**src/rtl/tsense_pkg.sv**
```systemverilog
// Shared types for the temperature sensor register slave.
// Assumes byte-wide bus transfers and a two-bit register select.
package tsense_pkg;
    localparam int BYTE_W = 8;
    localparam int SEL_W  = 2;

    // Position within a transaction's byte sequence.
    typedef enum logic [1:0] {
        SEQ_PTR    = 2'd0,   // next written byte is the pointer
        SEQ_FIRST  = 2'd1,   // next data byte is the high byte
        SEQ_SECOND = 2'd2    // next data byte is the low byte (saturating)
    } seq_e;

    localparam logic [SEL_W-1:0] SEL_TEMP = 2'd0;
    localparam logic [SEL_W-1:0] SEL_CFG  = 2'd1;
    localparam logic [SEL_W-1:0] SEL_HYST = 2'd2;
    localparam logic [SEL_W-1:0] SEL_OVER = 2'd3;
endpackage

```
**src/rtl/tsense_seq.sv**
```systemverilog
// Byte sequencer: tracks the pointer and the position inside a transaction.
// Assumes event pulses are one cycle wide; start wins over a same-cycle access.
module tsense_seq
    import tsense_pkg::*;
(
    input  logic             clk,
    input  logic             rst_n,
    input  logic             ev_start,
    input  logic             ev_write,
    input  logic             ev_read,
    input  logic [SEL_W-1:0] wr_sel,
    output logic [SEL_W-1:0] sel,
    output logic             is_hi,
    output logic             data_wr,
    output logic             data_rd,
    output logic             seq_second
);
    seq_e             idx_q;
    logic [SEL_W-1:0] ptr_q;

    // Advance the sequence and load the pointer on the first written byte.
    always_ff @(posedge clk) begin
        if (!rst_n) begin
            idx_q <= SEQ_PTR;
            ptr_q <= '0;
        end else if (ev_start) begin
            idx_q <= SEQ_PTR;
        end else if (ev_write) begin
            if (idx_q == SEQ_PTR) begin
                ptr_q <= wr_sel;
                idx_q <= SEQ_FIRST;
            end else begin
                idx_q <= SEQ_SECOND;
            end
        end else if (ev_read) begin
            idx_q <= SEQ_SECOND;
        end
    end

    // Decode the current position into access strobes.
    always_comb begin
        sel        = ptr_q;
        is_hi      = (idx_q != SEQ_SECOND);
        seq_second = (idx_q == SEQ_SECOND);
        data_wr    = ev_write && !ev_start && (idx_q != SEQ_PTR);
        data_rd    = ev_read && !ev_start;
    end

    // a start always returns the sequence to the pointer position.
    p_start_clears_r1: assert property (@(posedge clk) disable iff (!rst_n)
        ev_start |=> (idx_q == SEQ_PTR));

    // once at the second position, only a start leaves it.
    p_index_saturates_r4: assert property (@(posedge clk) disable iff (!rst_n)
        (idx_q == SEQ_SECOND) && !ev_start |=> (idx_q == SEQ_SECOND));

    // the pointer only changes on a pointer-position write.
    p_ptr_only_first_r1: assert property (@(posedge clk) disable iff (!rst_n)
        !(ev_write && (idx_q == SEQ_PTR)) |=> $stable(ptr_q));
endmodule

```
**src/rtl/tsense_file.sv**
```systemverilog
// Register file: thresholds, configuration, temperature sample and read mux.
// Assumes BYTE_W < TEMP_W < 2*BYTE_W; registers are held at TEMP_W bits.
module tsense_file
    import tsense_pkg::*;
#(
    parameter int                TEMP_W   = 9,
    parameter logic [15:0]       OVER_RST = 16'h5000,
    parameter logic [15:0]       HYST_RST = 16'h4B00,
    parameter logic [BYTE_W-1:0] CFG_RST  = 8'h00
) (
    input  logic              clk,
    input  logic              rst_n,
    input  logic [TEMP_W-1:0] temp_in,
    input  logic [SEL_W-1:0]  sel,
    input  logic              is_hi,
    input  logic              seq_second,
    input  logic              data_wr,
    input  logic              data_rd,
    input  logic [BYTE_W-1:0] wr_byte,
    output logic [BYTE_W-1:0] rd_byte,
    output logic [TEMP_W-1:0] temp_q,
    output logic [TEMP_W-1:0] over_q,
    output logic [TEMP_W-1:0] hyst_q
);
    localparam int LO_BITS = TEMP_W - BYTE_W;
    localparam int PAD_W   = BYTE_W - LO_BITS;

    logic [BYTE_W-1:0] cfg_q;
    logic [LO_BITS-1:0] temp_lo_hold;

    // Sample the parallel temperature input every cycle.
    always_ff @(posedge clk) begin
        if (!rst_n) temp_q <= '0;
        else        temp_q <= temp_in;
    end

    // Freeze the temperature low bits while the sequence sits at the low byte.
    always_ff @(posedge clk) begin
        if (!rst_n)          temp_lo_hold <= '0;
        else if (!seq_second) temp_lo_hold <= temp_q[LO_BITS-1:0];
    end

    // Accept host writes into the writable registers.
    always_ff @(posedge clk) begin
        if (!rst_n) begin
            over_q <= OVER_RST[15 -: TEMP_W];
            hyst_q <= HYST_RST[15 -: TEMP_W];
            cfg_q  <= CFG_RST;
        end else if (data_wr) begin
            unique case (sel)
                SEL_CFG: cfg_q <= wr_byte;
                SEL_OVER:
                    if (is_hi) over_q[TEMP_W-1 -: BYTE_W] <= wr_byte;
                    else       over_q[LO_BITS-1:0]        <= wr_byte[BYTE_W-1 -: LO_BITS];
                SEL_HYST:
                    if (is_hi) hyst_q[TEMP_W-1 -: BYTE_W] <= wr_byte;
                    else       hyst_q[LO_BITS-1:0]        <= wr_byte[BYTE_W-1 -: LO_BITS];
                default: ;
            endcase
        end
    end

    // Register the byte selected for a host read.
    always_ff @(posedge clk) begin
        if (!rst_n) begin
            rd_byte <= '0;
        end else if (data_rd) begin
            unique case (sel)
                SEL_CFG:  rd_byte <= cfg_q;
                SEL_TEMP: rd_byte <= is_hi ? temp_q[TEMP_W-1 -: BYTE_W]
                                           : {temp_lo_hold, {PAD_W{1'b0}}};
                SEL_OVER: rd_byte <= is_hi ? over_q[TEMP_W-1 -: BYTE_W]
                                           : {over_q[LO_BITS-1:0], {PAD_W{1'b0}}};
                default:  rd_byte <= is_hi ? hyst_q[TEMP_W-1 -: BYTE_W]
                                           : {hyst_q[LO_BITS-1:0], {PAD_W{1'b0}}};
            endcase
        end
    end

    // a low-byte read of a 16-bit register shows zeros below the value.
    p_low_pad_zero_r7: assert property (@(posedge clk) disable iff (!rst_n)
        data_rd && !is_hi && (sel != SEL_CFG) |=> (rd_byte[PAD_W-1:0] == '0));

    // the read output changes only after a read event.
    p_rd_hold_r10: assert property (@(posedge clk) disable iff (!rst_n)
        !data_rd |=> $stable(rd_byte));
endmodule

```
**src/rtl/tsense_cmp.sv**
```systemverilog
// Over-temperature comparator with hysteresis (comparator mode).
// Assumes all three inputs are two's-complement in the same units.
module tsense_cmp #(
    parameter int TEMP_W = 9
) (
    input  logic              clk,
    input  logic              rst_n,
    input  logic [TEMP_W-1:0] temp_q,
    input  logic [TEMP_W-1:0] over_q,
    input  logic [TEMP_W-1:0] hyst_q,
    output logic              over_temp
);
    logic at_or_above;
    logic below_hyst;

    // Signed comparisons against both thresholds.
    always_comb begin
        at_or_above = ($signed(temp_q) >= $signed(over_q));
        below_hyst  = ($signed(temp_q) <  $signed(hyst_q));
    end

    // Set on reaching the upper threshold, clear under the lower one.
    always_ff @(posedge clk) begin
        if (!rst_n)          over_temp <= 1'b0;
        else if (at_or_above) over_temp <= 1'b1;
        else if (below_hyst)  over_temp <= 1'b0;
    end

    // between the thresholds the flag keeps its value.
    p_hold_between_r8: assert property (@(posedge clk) disable iff (!rst_n)
        !at_or_above && !below_hyst |=> $stable(over_temp));

    // the flag never rises while the temperature is under the threshold.
    p_no_false_rise_r8: assert property (@(posedge clk) disable iff (!rst_n)
        !at_or_above |=> !$rose(over_temp));
endmodule

```
**src/rtl/tsense_regs.sv**
```systemverilog
// Top of the temperature sensor register slave: joins sequencer,
// register file and comparator. Assumes a front end delivers bus events.
module tsense_regs
    import tsense_pkg::*;
#(
    parameter int                TEMP_W   = 9,
    parameter logic [15:0]       OVER_RST = 16'h5000,
    parameter logic [15:0]       HYST_RST = 16'h4B00,
    parameter logic [BYTE_W-1:0] CFG_RST  = 8'h00
) (
    input  logic              clk,
    input  logic              rst_n,
    input  logic              ev_start,
    input  logic              ev_write,
    input  logic              ev_read,
    input  logic              ev_stop,
    input  logic [BYTE_W-1:0] wr_byte,
    input  logic [TEMP_W-1:0] temp_in,
    output logic [BYTE_W-1:0] rd_byte,
    output logic              over_temp
);
    logic [SEL_W-1:0]  sel;
    logic              is_hi, seq_second, data_wr, data_rd;
    logic [TEMP_W-1:0] temp_q, over_q, hyst_q;
    logic              stop_seen;

    // A stop needs no action: the next start resets the sequence.
    always_comb stop_seen = ev_stop;

    tsense_seq u_seq (
        .clk        (clk),
        .rst_n      (rst_n),
        .ev_start   (ev_start),
        .ev_write   (ev_write),
        .ev_read    (ev_read),
        .wr_sel     (wr_byte[SEL_W-1:0]),
        .sel        (sel),
        .is_hi      (is_hi),
        .data_wr    (data_wr),
        .data_rd    (data_rd),
        .seq_second (seq_second)
    );

    tsense_file #(
        .TEMP_W   (TEMP_W),
        .OVER_RST (OVER_RST),
        .HYST_RST (HYST_RST),
        .CFG_RST  (CFG_RST)
    ) u_file (
        .clk        (clk),
        .rst_n      (rst_n),
        .temp_in    (temp_in),
        .sel        (sel),
        .is_hi      (is_hi),
        .seq_second (seq_second),
        .data_wr    (data_wr),
        .data_rd    (data_rd),
        .wr_byte    (wr_byte),
        .rd_byte    (rd_byte),
        .temp_q     (temp_q),
        .over_q     (over_q),
        .hyst_q     (hyst_q)
    );

    tsense_cmp #(.TEMP_W(TEMP_W)) u_cmp (
        .clk       (clk),
        .rst_n     (rst_n),
        .temp_q    (temp_q),
        .over_q    (over_q),
        .hyst_q    (hyst_q),
        .over_temp (over_temp)
    );

    // a data write aimed at temperature leaves both thresholds unchanged.
    p_temp_read_only_r6: assert property (@(posedge clk) disable iff (!rst_n)
        data_wr && (sel == SEL_TEMP) |=> $stable(over_q) && $stable(hyst_q));

    // a stop alone never alters a threshold.
    p_stop_no_write_r6: assert property (@(posedge clk) disable iff (!rst_n)
        stop_seen && !ev_write |=> $stable(over_q) && $stable(hyst_q));
endmodule

```
**config.mk**
```make
export PLATFORM = sky130hd
export DESIGN_NAME = tsense_regs
export DESIGN_NICKNAME = d
export VERILOG_FILES = /design/src/rtl/tsense_pkg.sv /design/src/rtl/tsense_seq.sv /design/src/rtl/tsense_file.sv /design/src/rtl/tsense_cmp.sv /design/src/rtl/tsense_regs.sv
export SDC_FILE = /design/constraint.sdc
export NUM_CORES = 1
export LEC_CHECK = 0
export ABC_AREA = 1
export ABC_CLOCK_PERIOD_IN_PS = 3000
export BUFFER_PORTS_ARGS = -buffer_cell sky130_fd_sc_hd__clkbuf_2
export CAP_MARGIN = 15
export CORE_ASPECT_RATIO = 1.25
export CORE_MARGIN = 8
export CORE_UTILIZATION = 35
export CTS_CLUSTER_DIAMETER = 150
export DETAILED_ROUTE_END_ITERATION = 12
export GPL_TIMING_DRIVEN = 0
export HOLD_SLACK_MARGIN = 0.1
export SKIP_LAST_GASP = 1
export SYNTH_ARGS = -nofsm -noshare
export SYNTH_HDL_FRONTEND = slang
export SYNTH_SLANG_ARGS = --single-unit
```
**constraint.sdc**
```tcl
create_clock -name clk -period 3 [get_ports clk]
set_clock_uncertainty 0.15 [all_clocks]
set_input_delay 0.15 -clock clk [delete_from_list [all_inputs] [get_ports clk]]
set_output_delay 0.15 -clock clk [all_outputs]
set_load 0.05 [all_outputs]
```
After elaboration in Yosys (flattened, before gate mapping)
Index checks and enable logic that the tools add are counted.
{"block": "word_totals", "ff_bits": 49, "in_bits": 23, "out_inout_bits": 9, "elab_cells": 46}
{"block": "classes", "order_cmp": 2, "n_eq_ne": 5, "muxes": 9, "bitwise_logic": 3, "n_reduce_logical": 16}
{"cell": "2-to-1 mux 8 bit", "n": 3}
{"cell": "one-hot mux 8 bit (3 select lines)", "n": 1}
{"cell": "AND reduction 3 bit", "n": 5}
{"cell": "greater-or-equal comparator 9 bit", "n": 1}
{"cell": "less-than comparator 9 bit", "n": 1}
{"cell": "== test 2 bit, second input constant", "n": 3}
{"cell": "2-to-1 mux 2 bit", "n": 3}
{"cell": "nonzero test 2 bit", "n": 3}
{"cell": "zero test 2 bit", "n": 2}
{"cell": "logical AND 1 bit", "n": 3}
{"cell": "NOT 1 bit", "n": 3}
{"cell": "== test 2 x 1 -> 1 bit, second input constant", "n": 1}
{"cell": "2-to-1 mux 1 bit", "n": 2}
{"cell": "inequality test 2 bit, second input constant", "n": 1}
{"cell": "AND reduction 2 bit", "n": 1}
{"cell": "OR reduction 2 bit", "n": 1}
{"cell": "zero test 1 bit", "n": 1}

Logic depth before layout (Yosys ltp)
Gate-level depths: netlist (run 1).
{"block": "depth", "depth_word": 4, "mapped_depth": 12, "ltp_nobuf": 12}

Modules after synthesis
Synthesis (run 1) repeated with hierarchy kept, for this count alone.
{"block": "unflattened", "hier_cells": 378, "hier_area_um2": 2566.2}
{"mod": "tsense_file", "instances": 1, "cells_each": 249, "area_each_um2": 1784.2, "seq_area_each_um2": 880.8}
{"mod": "tsense_cmp", "instances": 1, "cells_each": 98, "area_each_um2": 573.0, "seq_area_each_um2": 20.0}
{"mod": "tsense_seq", "instances": 1, "cells_each": 31, "area_each_um2": 209.0, "seq_area_each_um2": 80.1}

Least setup slack after synthesis (run 1)
OpenSTA, ideal clock, no wires.
{"block": "synth_path", "kind": "register -> register", "startpoint": "register u_file.hyst_q[8]", "endpoint": "register u_cmp.over_temp", "setup_time_ps": 70, "arrival_ps": 1232, "required_time_ps": 2780, "path_slack_ps": 1548, "stages_incl_launch_ff": 10, "n_path_buf": 0, "synth_period_minus_slack_ps": 1452, "cell_sequence": "dfxtp_1 inv_1 ha_1 nand2_1 inv_1 a21oi_1 nand3_1 nand2_1 nand3_1 a21oi_1"}
{"block": "synth_via", "elab_chain_len": 2}
{"item": "start: declaration", "line": "tsense_file.sv:23", "rtl": "output logic [TEMP_W-1:0] hyst_q"}
{"item": "start signal: assignment", "line": "tsense_file.sv:47", "rtl": "hyst_q <= HYST_RST[15 -: TEMP_W];"}
{"item": "start signal: indexed assignment", "line": "tsense_file.sv:56", "rtl": "if (is_hi) hyst_q[TEMP_W-1 -: BYTE_W] <= wr_byte;"}
{"item": "start signal: indexed assignment", "line": "tsense_file.sv:57", "rtl": "else hyst_q[LO_BITS-1:0] <= wr_byte[BYTE_W-1 -: LO_BITS];"}
{"item": "less-than comparator 9 bit", "line": "tsense_cmp.sv:19", "rtl": "below_hyst = ($signed(temp_q) < $signed(hyst_q));"}
{"item": "nonzero test 2 bit (no line)"}
{"item": "end signal: assignment", "line": "tsense_cmp.sv:24", "rtl": "if (!rst_n) over_temp <= 1'b0;"}
{"item": "end signal: assignment", "line": "tsense_cmp.sv:25", "rtl": "else if (at_or_above) over_temp <= 1'b1;"}
{"item": "end signal: assignment", "line": "tsense_cmp.sv:26", "rtl": "else if (below_hyst) over_temp <= 1'b0;"}
{"item": "end: declaration", "line": "tsense_cmp.sv:11", "rtl": "output logic over_temp"}
Every way passes these cells.
A chain may end at the register's enable or synchronous reset.

Final worst setup path (run 1)
{"block": "layout_path", "startpoint": "input port ev_read", "endpoint": "register u_seq.idx_q[1]"}
{"block": "layout_via", "elab_chain_len": 1}
{"item": "start: declaration", "line": "tsense_regs.sv:15", "rtl": "input logic ev_read,"}
{"item": "nonzero test 2 bit (no line)"}
{"item": "end signal: assignment", "line": "tsense_seq.sv:24", "rtl": "idx_q <= SEQ_PTR;"}
{"item": "end signal: assignment", "line": "tsense_seq.sv:27", "rtl": "idx_q <= SEQ_PTR;"}
{"item": "end signal: assignment", "line": "tsense_seq.sv:31", "rtl": "idx_q <= SEQ_FIRST;"}
{"item": "end: declaration", "line": "tsense_seq.sv:18", "rtl": "seq_e idx_q;"}
Every way passes these cells.

==> results of run 1 <==
-- registers in the layout, indices dropped and copies added, names as in the netlist --
register	count
u_file.over_q	9
u_seq.sel	2
u_file.temp_lo_hold	1
u_file.rd_byte	8
u_file.cfg_q	8
u_cmp.over_temp	1
u_seq.idx_q	2
u_file.hyst_q	9
u_file.temp_q	9
-- cell type report --
| cell class | instances | area [um2] |
|---|---|---|
| fill | 710 | 3647 |
| sequential | 49 | 980.9 |
| tap | 87 | 108.9 |
| buffer | 7 | 28.78 |
| clock inverter | 2 | 15.01 |
| timing repair buffer | 51 | 365.4 |
| clock buffer | 6 | 72.57 |
| multi-input combinational | 216 | 1177 |
| inverter | 56 | 210.2 |
-- worst paths after layout --
kind                          from             endpoint  slack (ns)
setup / recovery           ev_read       u_seq.idx_q[1]        0.73
hold / removal               rst_n    u_file.rd_byte[4]        0.11
setup reg to reg    u_seq.idx_q[0]       u_seq.idx_q[0]        1.19
hold reg to reg   u_file.temp_q[0]  u_file.temp_lo_hold        0.32
-- critical path: cells and delay by family --
kind,cells,cell delay [ns]
AOI/OAI and AO/OA,1,0.40
and+or+nand+nor,1,0.04
buffers and inverters,4,1.79
-- logic make-up (layout without fill, tap and decap cells) --
kind of cell	count (synthesis)	in the layout	share of synthesized area, %
simple gates	117	117	21.03
buf+inv	63	122	9.969
compound gates	82	82	19.21
flops	49	49	40.92
fa+ha+maj	17	17	8.872
-- layer usage --
metal  vias up  share of wire, %  GRT usage [%]
met5         -                 0              0
met4         0               2.2          6.079
met3         8               3.4          2.633
met2        42                47          22.08
met1       954                48          15.44
li1       1185                 -              -
-- synthesized netlist by cell type (all sizes together) --
cell type   n  area, um2
o211ai      7      52.55
a211oi      1      7.510
buf         2      10.01
a31oi       7      43.79
inv        56      210.2
nor3b       1      7.510
a22oi       7      52.55
dfxtp      49      980.9
a21oi      21      105.1
ha         17      212.7
nand4       2      12.51
o21ai      38      190.2
a2111oi     1      8.760
nand2      72      275.3
nor2       31      126.4
nor3        2      32.53
nand3       9      50.05
clkbuf      5      18.77
-- per-stage QoR --
step	hold WS, ns	setup WS, ns	total power, uW	instances	cell area [um2]
after floorplan	0.07847	1.548	823.5	328	2397
after global placement	0.1859	1.368	880.7	444	2651
after detailed placement	0.1867	1.302	882.6	444	2651
after CTS	0.1137	0.8397	1301	474	2959
after global routing	0.1541	0.5200	1351	474	2959
final	0.1094	0.7282	1287	474	2959
-- timing repair --
action / CTS / global route
endpoints found under the hold margin: 39 / 0
gates resized for setup: 0 / 0
buffers inserted: 0 / 0
hold buffers: 22 / 0
-- power by group --
part / total [uW] / internal (uW) / switching (uW)
combinational: 203 / 75.0 / 128
clock: 399 / 165 / 234
sequential: 685 / 671 / 14.2
total: 1290 / 911 / 376
==> impl_metrics.env, run 1 <==
export IMPL_status="completed"
export IMPL_start_kind="input pin"
export IMPL_max_clock_path_buffers=2
export IMPL_grt_pass1_wl_um=10450
export IMPL_max_freq_ghz=0.4402
export IMPL_grt_pass1_vias=2194
export IMPL_grt_max_degree=16
export IMPL_worstSetupPathType="input pin to register"
export IMPL_setup_tns_ns=0
export IMPL_vias=2189
export IMPL_gp_congestion=0.8467
export IMPL_globalRouteOverflowTotal=0
export IMPL_drive_gt1_share_pct=12.66
export IMPL_layout_common_cells="nand2_1, inv_1, dfxtp_1"
export IMPL_drtIter0Drc=131
export IMPL_synthToLayoutAreaGrowth_pct=23.43
export IMPL_ant_nets=0
export IMPL_final_common_cell="nand2_1"
export IMPL_yosysWarnings=0
export IMPL_drt_pass1_iter_count=4
export IMPL_tightest_slew_ns=0.5503
export IMPL_numCtsBuffers=5
export IMPL_netlist_cell_type_count=24
export IMPL_insertion_delay_ns=0.31
export IMPL_die_x_um=90.03
export IMPL_grt_use_total_pct=12.97
export IMPL_core_area_mm2=0.006606
export IMPL_rsz0062_at_grt="no"
export IMPL_maxSlewViolCount=0
export IMPL_syn_area_mm2=0.002397
export IMPL_final_nets=426
export IMPL_avgSynthCellArea_um2=7.309
export IMPL_min_path_type="input pin to register"
export IMPL_diodes=0
export IMPL_powerDensity_mw_per_mm2=434.9
export IMPL_dp_hpwl_um=4684
export IMPL_slowest_delay_ns=0.62
export IMPL_cts_sinks=49
export IMPL_cp_end_kind="register"
export IMPL_timing_critical_path_mode_cell="dlygate4sd3_1"
export IMPL_synthCells=328
export IMPL_setup_viol_count_final=0
export IMPL_initial_core_util_pct=36.29
export IMPL_hold_viol_final=0
export IMPL_slew_headroom_pct=63.32
export IMPL_critPathRequiredTime_ns=3.11
export IMPL_antenna_found_initial=0
export IMPL_die_h_um=108.5
export IMPL_hold_depth=3
export IMPL_r2r_cells=6
export IMPL_crit_arrival_ns=2.38
export IMPL_path_cells="dlygate4sd3_1 -> clkbuf_2 -> nor2_1 -> dlygate4sd3_1 -> a2111oi_0 -> dlygate4sd3_1"
export IMPL_dieArea_mm2=0.009770
export IMPL_path_max_fanout=2
export IMPL_htreeDepth=2
export IMPL_fin_crit_sh_pct=75.73
export IMPL_detail_route_wl_per_cell_um=12.52
export IMPL_ys_ff_latch=49
export IMPL_clkTransAtPathRegs_ns=0.10
export IMPL_io_pins=32
export IMPL_final_util_pct=44.79
export IMPL_p_leak_uw=0.001402
export IMPL_period_needed_ns=2.272
export IMPL_cap_violations=0
export IMPL_row_count=33
export IMPL_ys_seq_area_share_pct=40.92
export IMPL_synth_nets=368
export IMPL_viasPerCell=4.618
export IMPL_cts_root_buf="clkbuf_8"
export IMPL_totalWireLength_um=5934
export IMPL_numPortBuffers=29
export IMPL_drc=0
export IMPL_irDropWorstVdd_mv=0.2109
export IMPL_tritoncts="built"
export IMPL_cpMaxStageDelayCell="dlygate4sd3_1"
No activity file was read; power rests on OpenSTA's default activity.
==> run 2, diff against run 1 <==
Settings changed: ABC_AREA 1 to 0, ABC_CLOCK_PERIOD_IN_PS 3000 to 2000.
Clock period 3 ns to 2 ns, I/O delays scaled along.
==> run 2 against run 1 <==
Sequential cell count stayed put. Critical path depth is 1 lower. Utilization barely moved. Wire length increased by 4.1%. Synthesized cell count down 15%. Critical path type is now register to register. Area after synthesis grew 4.5%. Worst setup slack got worse by 0.54 ns.
==> impl_metrics.env, run 2 <==
export IMPL_ys_ff_latch=49
export IMPL_rsz0062_at_grt="no"
export IMPL_fin_crit_sh_pct=90.84
export IMPL_avgSynthCellArea_um2=9.015
export IMPL_tritoncts="built"
export IMPL_core_area_mm2=0.006934
export IMPL_reg_largest_list="u_file.hyst_q (9), u_file.over_q (9), u_file.temp_q (9)"
export IMPL_start_kind="register"
export IMPL_cts_sinks=49
export IMPL_antenna_found_initial=0
export IMPL_cpMaxStageDelayCell="dlygate4sd3_1"
export IMPL_final_util_pct=44.79
export IMPL_critPathBufInv=3
export IMPL_netlist_cell_type_count=39
export IMPL_htreeDepth=2
export IMPL_diodes=0
export IMPL_detail_route_wl_per_cell_um=14.43
export IMPL_irDropWorstVdd_mv=0.3462
export IMPL_max_clock_path_buffers=2
export IMPL_io_pins=32
export IMPL_grt_pass1_vias=2162
export IMPL_reg2reg_from="u_seq.idx_q[0]"
export IMPL_synth_async_reset_ratio_pct=0
export IMPL_yosysTopAreaCell="dfxtp_1"
export IMPL_synth_common_cells="dfxtp_1, mux2i_1, nand3_1, nor2b_1, inv_1"
export IMPL_max_freq_ghz=0.5504
export IMPL_die_x_um=91.69
export IMPL_period_needed_ns=1.817
export IMPL_ys_seq_area_share_pct=39.14
export IMPL_gp_congestion=0.8506
export IMPL_setup_tns_ns=0
export IMPL_worstSetupPathType="register to register"
export IMPL_path_max_fanout=10
export IMPL_slowest_delay_ns=0.58
export IMPL_cap_violations=0
export IMPL_numCtsBuffers=5
export IMPL_globalRouteOverflowTotal=0
export IMPL_synth_most_common_cell="dfxtp_1"
export IMPL_ant_nets=0
export IMPL_synth_ff_type="dfxtp_1"
export IMPL_yosysWarnings=0
export IMPL_dieArea_mm2=0.01014
export IMPL_drtIter0Drc=62
export IMPL_drt_pass1_iter_count=4
export IMPL_path_cells="buf_2 -> clkbuf_2 -> a211oi_1 -> dlygate4sd3_1 -> nor2_1"
export IMPL_multi_input_comb_area_mm2=0.001369
export IMPL_totalWireLength_um=6176
export IMPL_powerDensity_mw_per_mm2=659.9
export IMPL_die_h_um=110.6
export IMPL_drc=0
export IMPL_setup_viol_count_final=0
export IMPL_numPortBuffers=30
export IMPL_final_nets=377
export IMPL_maxSlewViolCount=0
export IMPL_row_count=34
export IMPL_final_seq_area_um2=980.9
export IMPL_yosys_top_cells_area="dfxtp_1, mux2i_1, ha_1"
export IMPL_synthCells=278
export IMPL_vias=2104
export IMPL_synthToLayoutAreaGrowth_pct=23.91
export IMPL_critPathLaunch="u_seq.idx_q[0]"
export IMPL_grt_pass1_wl_um=10540
export IMPL_min_from="u_file.temp_lo_hold"
export IMPL_clkTransAtPathRegs_ns=0.09
export IMPL_insertion_delay_ns=0.30
export IMPL_critPathTopFamily="buffers and inverters"
export IMPL_synth_edf_count=0
export IMPL_hold_viol_final=0
export IMPL_syn_area_mm2=0.002506
export IMPL_post_cts_buffers=0
export IMPL_tightest_slew_ns=0.5369
export IMPL_p_leak_uw=0.001325
export IMPL_dp_hpwl_um=4722
export IMPL_status="completed"
export IMPL_critPathRequiredTime_ns=2.06
export IMPL_crit_arrival_ns=1.88
export IMPL_viasPerCell=4.916
export IMPL_grt_use_total_pct=12.70
export IMPL_final_common_cell="dfxtp_1"
export IMPL_min_path_type="register to register"
export IMPL_layout_common_cells="dfxtp_1, clkbuf_2, mux2i_1"
export IMPL_cts_root_buf="clkbuf_8"
export IMPL_synth_nets=318
export IMPL_initial_core_util_pct=36.14
export IMPL_yosysTopAreaCellShare_pct=39.14
export IMPL_slew_headroom_pct=64.21
export IMPL_fill_cells=679
export IMPL_cp_end_kind="register"
export IMPL_drive_gt1_share_pct=14.79
export IMPL_grt_max_degree=17
run 2: layout make-up:
class                           count  area share [%]
Inverter                           20           2.417
Timing Repair Buffer               52           11.93
Multi-Input combinational cell    192           44.08
Clock buffer                        5           2.216
Clock inverter                      3           1.491
Buffer                             17           2.659
Tap cell                           90           3.626
Sequential cell                    49           31.59
run 2: cell families after synthesis:
kind of cell	Yosys count	synth area share, %
adder cells (fa/ha/maj)	17	8.487
buffers and inverters	37	6.241
AND/OR/NAND/NOR	93	21.02
AO/OA/AOI/OAI	55	14.28
multiplexers	27	10.83
flip-flops	49	39.14
run 2: path summary, 6_finish.rpt:
path                          to  slack [ns]  cells after the start
min reg2reg  u_file.temp_lo_hold        0.32                      2
max reg2reg       u_seq.idx_q[1]        0.18                      5
min          u_file.temp_lo_hold        0.32                      2
max               u_seq.idx_q[1]        0.18                      5
run 2: timing repair:
item | CTS | global route
hold buffers | 22 | 0
gates resized for setup | 0 | 1
hold endpoints to repair | 39 | 0
endpoints found under the setup margin | 0 | 1
run 2: stage by stage:
step,hold WS (ns),setup WS [ns],instances,area (um2),total power [uW]
2_1_floorplan,0.07511,0.2871,278,2506,1221
3_3_place_gp,0.1596,0.2110,398,2769,1306
3_5_place_dp,0.1585,0.2032,398,2769,1308
4_1_cts,0.3276,0.03417,428,3104,2072
5_1_grt,0.3426,0.008450,428,3105,2142
6_report,0.3234,0.1832,428,3105,2049
run 2: report_power, final:
part,switching (uW),internal [uW],leakage (uW)
sequential,20.0,1000,0.000400
clock,355,375,0.0000543
combinational,169,128,0.000871
run 2: per-layer routing:
metal	wire, um	GRT usage, %	vias up
met5	0	0	-
met4	122	5.257	0
met3	218	2.710	8
met2	3010	21.43	32
met1	2825	15.05	978
li1	-	-	1086
run 2: tightest hold or removal path, cell delays in order (launching register included):
cell	delay, ns
dfxtp_1	0.31
nand2_1	0.07
a21boi_1	0.06
